--- src/rtl/sflash_ctrl.sv ---
`timescale 1ns/1ps
module sflash_ctrl #(
  parameter int DIV = 4
) (
  input  logic        clk,
  input  logic        rst_n,
  input  logic        bus_we,
  input  logic [3:0]  bus_addr,
  input  logic [31:0] bus_wdata,
  output logic [31:0] bus_rdata,
  output logic        spi_sck,
  output logic        spi_mosi,
  input  logic        spi_miso,
  output logic        spi_cs_n
);
  localparam int HALF = DIV / 2;
  localparam int CW   = $clog2(DIV);

  logic [7:0]    opcode_q;
  logic [2:0]    action_q;
  logic          hold_q;
  logic [31:0]   addr_q, data_q, win_q;
  logic          busy, held;
  logic [CW-1:0] div_cnt;
  logic [2:0]    bit_cnt;
  logic [3:0]    byte_no, total;
  logic [7:0]    tx_sh, rx_sh, next_tx;
  logic          wide;

  wire sel_ctrl = bus_addr[3:2] == 2'd0;
  wire sel_addr = bus_addr[3:2] == 2'd1;
  wire tick_mid = div_cnt == CW'(HALF - 1);
  wire tick_end = div_cnt == CW'(DIV - 1);

  assign spi_sck  = busy && (div_cnt >= CW'(HALF));
  assign spi_mosi = tx_sh[7];
  assign spi_cs_n = !(busy || held);
  assign wide     = !hold_q && (action_q == 3'd4 || action_q == 3'd5 || action_q == 3'd7);

  always_comb begin
    case (bus_addr[3:2])
      2'd0:    bus_rdata = {busy, 18'd0, hold_q, 1'b0, action_q, opcode_q};
      2'd1:    bus_rdata = addr_q;
      2'd2:    bus_rdata = data_q;
      default: bus_rdata = 32'd0;
    endcase
  end

  always_comb begin
    if (hold_q) total = 4'd1;
    else begin
      case (action_q)
        3'd0: total = 4'd1;
        3'd1: total = 4'd2;
        3'd6: total = 4'd3;
        3'd2: total = 4'd4;
        3'd3: total = 4'd5;
        3'd4: total = 4'd8;
        3'd7: total = 4'd9;
        default: total = 4'd12;
      endcase
    end
  end

  always_comb begin
    case (byte_no)
      4'd1:    next_tx = addr_q[23:16];
      4'd2:    next_tx = addr_q[15:8];
      4'd3:    next_tx = addr_q[7:0];
      default: next_tx = 8'h00;
    endcase
  end

  always_ff @(posedge clk) begin
    if (!rst_n) begin
      opcode_q <= '0;
      action_q <= '0;
      hold_q   <= 1'b0;
      addr_q   <= '0;
      data_q   <= '0;
      win_q    <= '0;
      busy     <= 1'b0;
      held     <= 1'b0;
      div_cnt  <= '0;
      bit_cnt  <= '0;
      byte_no  <= '0;
      tx_sh    <= '0;
      rx_sh    <= '0;
    end else begin
      if (bus_we && !busy) begin
        if (sel_ctrl) begin
          opcode_q <= bus_wdata[7:0];
          action_q <= bus_wdata[10:8];
          hold_q   <= bus_wdata[12];
          if (!bus_wdata[12]) held <= 1'b0;
          if (bus_wdata[31]) begin
            busy    <= 1'b1;
            div_cnt <= '0;
            bit_cnt <= '0;
            byte_no <= 4'd1;
            tx_sh   <= bus_wdata[7:0];
          end
        end
        if (sel_addr) addr_q <= bus_wdata;
      end
      if (busy) begin
        div_cnt <= tick_end ? '0 : div_cnt + 1'b1;
        if (tick_mid) rx_sh <= {rx_sh[6:0], spi_miso};
        if (tick_end) begin
          if (bit_cnt == 3'd7) begin
            bit_cnt <= '0;
            win_q   <= {rx_sh, win_q[31:8]};
            if (byte_no == total) begin
              busy   <= 1'b0;
              held   <= hold_q;
              data_q <= wide ? {rx_sh, win_q[31:8]} : {24'd0, rx_sh};
            end else begin
              byte_no <= byte_no + 4'd1;
              tx_sh   <= next_tx;
            end
          end else begin
            bit_cnt <= bit_cnt + 3'd1;
            tx_sh   <= {tx_sh[6:0], 1'b0};
          end
        end
      end
    end
  end

  p_start_busy_r3: assert property (@(posedge clk) disable iff (!rst_n)
    (bus_we && sel_ctrl && bus_wdata[31] && !busy) |=> busy);

  p_ctrl_frozen_r8: assert property (@(posedge clk) disable iff (!rst_n)
    (bus_we && sel_ctrl && busy) |=> ($stable(opcode_q) && $stable(action_q) && $stable(hold_q)));

  p_addr_frozen_r8: assert property (@(posedge clk) disable iff (!rst_n)
    (bus_we && sel_addr && busy) |=> $stable(addr_q));

  p_mosi_steady_r4: assert property (@(posedge clk) disable iff (!rst_n)
    (spi_sck && $past(spi_sck)) |-> $stable(spi_mosi));

  p_hold_keeps_cs_r9: assert property (@(posedge clk) disable iff (!rst_n)
    ($fell(busy) && hold_q) |-> !spi_cs_n);

  p_release_cs_r5: assert property (@(posedge clk) disable iff (!rst_n)
    ($fell(busy) && !hold_q) |-> spi_cs_n);

  p_byte_bound_r5: assert property (@(posedge clk) disable iff (!rst_n)
    busy |-> (byte_no != 4'd0 && byte_no <= total));
endmodule

--- config.mk ---
export PLATFORM = sky130hd
export DESIGN_NAME = sflash_ctrl
export DESIGN_NICKNAME = d
export VERILOG_FILES = /design/src/rtl/sflash_ctrl.sv
export SDC_FILE = /design/constraint.sdc
export NUM_CORES = 1
export LEC_CHECK = 0
export BUFFER_PORTS_ARGS = -buffer_cell sky130_fd_sc_hd__buf_2
export CORE_MARGIN = 2
export CORE_UTILIZATION = 25
export CTS_BUF_LIST = sky130_fd_sc_hd__clkbuf_16
export DETAILED_ROUTE_END_ITERATION = 8
export REMOVE_ABC_BUFFERS = 1
export SKIP_CTS_REPAIR_TIMING = 1
export SLEW_MARGIN = 20
export SYNTH_ARGS = -nofsm -noshare
export SYNTH_HDL_FRONTEND = slang
export SYNTH_SLANG_ARGS = --single-unit
--- constraint.sdc ---
create_clock -name clk -period 3.7 [get_ports clk]
set_clock_uncertainty 0.05 [all_clocks]
set_input_delay 0.555 -clock clk [delete_from_list [all_inputs] [get_ports clk]]
set_output_delay 0.555 -clock clk [all_outputs]
set_load 0.01 [all_outputs]
==> reports/qor.txt <==
status - completed
synth warn - 0
crit path DAT - 2.13 ns
fin cells - 1028
Clock Sinks - 127
RSZ-0062 raised after global routing - no
initial drt markers - 444
number of synthesized register bits - 127
CTS tree - built
slowest CP cell - nor2b_2
Worst-path clk slew - 0.05 ns
Worst-Skew Late Latency - 0.42 ns
ys async rst share - 0
Pre-Repair DR Iteration Count - 5
power density cells - 457.3 mW/mm2
drt total wl - 16670 um
Worst Max-Slew Pin Slew - 0.6405 ns
GPL Wtd Cong - 0.8203
H-tree levels - 4
Worst Setup SP - bus_addr[2]
Final Cycle Share - 0.7397
root buf cell - clkbuf_16
top cells by area in the synthesized netlist - dfxtp_1 45%, nand2_1 11%, a21oi_1 6.8%
Die ar. - 0.02407 mm2
max-cap violations - 0
Die Span X - 155.1 um
Core Util, Final - 0.3034
synthesized area per cell - 8.336 um2
CP required - 3.09 ns
Synth Cell Area - 0.005710 mm2
area grow syn2layout - 19.57%
register area share after synthesis - 0.4452
WS Path Type - input pin to primary output
Post-synth EDFFs - 0
Synth area leader - dfxtp_1
setup TNS - 0 ns
maximum root-to-sink buffer count - 2
Critical Path Max Stage Delay - 0.57 ns
number of global-route vias before repair - 4713
Netlist cell types - 56
cell with the most instances after synthesis - nand2_1
Initial Util - 0.2538
fraction of layout cells with a size suffix above 1 - 0.1739
vias per inst - 5.006
worst hold path class - input pin to flop
DRC viols - 0
# IOs - 75
core area - 0.02250 mm2
pin count of the biggest net entering global routing - 39
Syn Inst Count - 685
max_slew headroom - 0.5730
CTS buffer count - 17
FP Rows - 55
cells along the critical path - buf_2 > nor2b_2 > buf_4 > a22o_1 > buf_2
CP Capture Type - primary output
Detail Route Antenna Nets - 0
Inst Count DP - 997
Max Clk Rate - 0.3654 GHz
PortBufs - 72
Hold Vio Cnt, Final - 0
grt ovf - 0
first-pass GRT wire length - 26030 um
Top FF cell, synth - dfxtp_1
Die H - 155.1 um
Post-synth top cells - 167 x nand2_1, 127 x dfxtp_1, 78 x a21oi_1
Avg WL per Cell - 16.22 um
area share of the leading cell type in the synthesized netlist - 0.4452
Pwr Total - 3.122 mW
final number of setup-violating endpoints - 0
Leakage - 2.539 nW
delay-heaviest family, CP - buffers and inverters
Slew Viols, Final - 0
fin nets - 779
WP buf/inv - 3
Worst Path Max Fanout - 16
via count - 5146
initial antenna violation count - 1
VDD IR max - 394.3 uV
CP dominant cell by count - buf_2
worst hold start - bus_wdata[18]
startpoint types - input pin
post-DP HPWL - 11540 um
Tmin final - 2.737 ns
filler cell count - 2341
worst r2r src - action_q[1]$_SDFFE_PN0P_
GR Util All Layers - 0.1389
[area by class of cell]
cell class / instances / area, um2 / share of cell area
diodes: 1 / 2.502 / 0.0003665
repair buffers: 90 / 495.5 / 0.07257
clock inverters: 13 / 108.9 / 0.01594
multi-input cells: 474 / 2818 / 0.4127
clock buffers: 17 / 425.4 / 0.06231
well taps: 285 / 356.6 / 0.05223
inverters: 21 / 78.83 / 0.01154
flip-flops and latches: 127 / 2542 / 0.3724
[through the flow]
step | hold slack (ns) | instance area [um2] | worst slack [ns]
global placement | 0.3919 | 6291 | 0.8898
CTS | 0.3122 | 6825 | 0.9582
detailed placement | 0.3962 | 6291 | 0.8635
floorplan | 0.3857 | 5434 | 0.5097
global route | 0.3180 | 6828 | 0.8190
finish | 0.3217 | 6828 | 0.9632
[cells in the final DEF, fill, tap and decap left out, types with 2 or more instances in the layout]
master	Yosys	final
mux2_1	2	2
clkinv_2	0	3
clkinv_1	0	4
a32o_1	24	24
a211oi_1	9	9
nand4_1	9	9
nor2_1	15	15
mux2_2	5	5
nand2b_1	2	2
a22o_1	19	19
a31oi_1	4	4
nand3_1	25	25
ha_1	8	8
nand2_1	167	167
a21boi_0	5	5
nor2b_1	4	2
nor2b_2	0	2
buf_2	7	72
dfxtp_1	127	127
and3_1	2	2
a21oi_1	78	78
inv_1	20	23
and2_1	4	4
bufinv_16	0	2
o21a_1	2	2
o21ai_0	19	19
o211ai_1	11	11
nand4b_1	2	2
nor3_1	4	4
buf_4	1	18
a222oi_1	8	8
o21ai_1	3	3
mux2i_1	22	22
clkbuf_16	0	17
[cells by family (layout without fill, tap and decap cells)]
group,after synthesis,after routing,share of synthesized area
compound gates,190,190,0.2294
flops,127,127,0.4452
mux,29,29,0.05237
simple gates,247,247,0.1933
other cells,0,1,0
buf+inv,84,141,0.06222
fa+ha+maj,8,8,0.01753
[worst min-delay path, cell delays in order]
cell and delay [ns]:
buf_2 0.10, nand2_1 0.04, a21oi_1 0.05
[registers in the layout (all words and copies together) (netlist names), 2 cells and up]
register  flops
byte_no       4
div_cnt       2
addr_q       32
rx_sh         8
action_q      3
data_q       32
bit_cnt       3
opcode_q      8
win_q        24
tx_sh         8
[power breakdown]
group / internal (mW) / switching, mW / total [mW]
registers: 1.39 / 0.0181 / 1.41
clock network: 0.959 / 0.577 / 1.54
logic: 0.0628 / 0.117 / 0.180
[final timing paths]
kind	slack, ns	depth (start not counted)	end
min	0.32	3	addr_q[18]$_SDFFE_PN0P_
max	0.96	5	bus_rdata[15]
min reg2reg	0.40	2	addr_q[29]$_SDFFE_PN0P_
max reg2reg	1.06	6	data_q[14]$_SDFFE_PN0P_
[layer usage]
layer	up-vias	GRT usage	routed length (um)
li1	2525	-	-
met1	2467	0.1903	7943
met2	140	0.2131	7578
met3	14	0.03760	973
met4	0	0.04233	177
met5	-	0	0
Note: power is estimated with default switching activity, not from simulation.
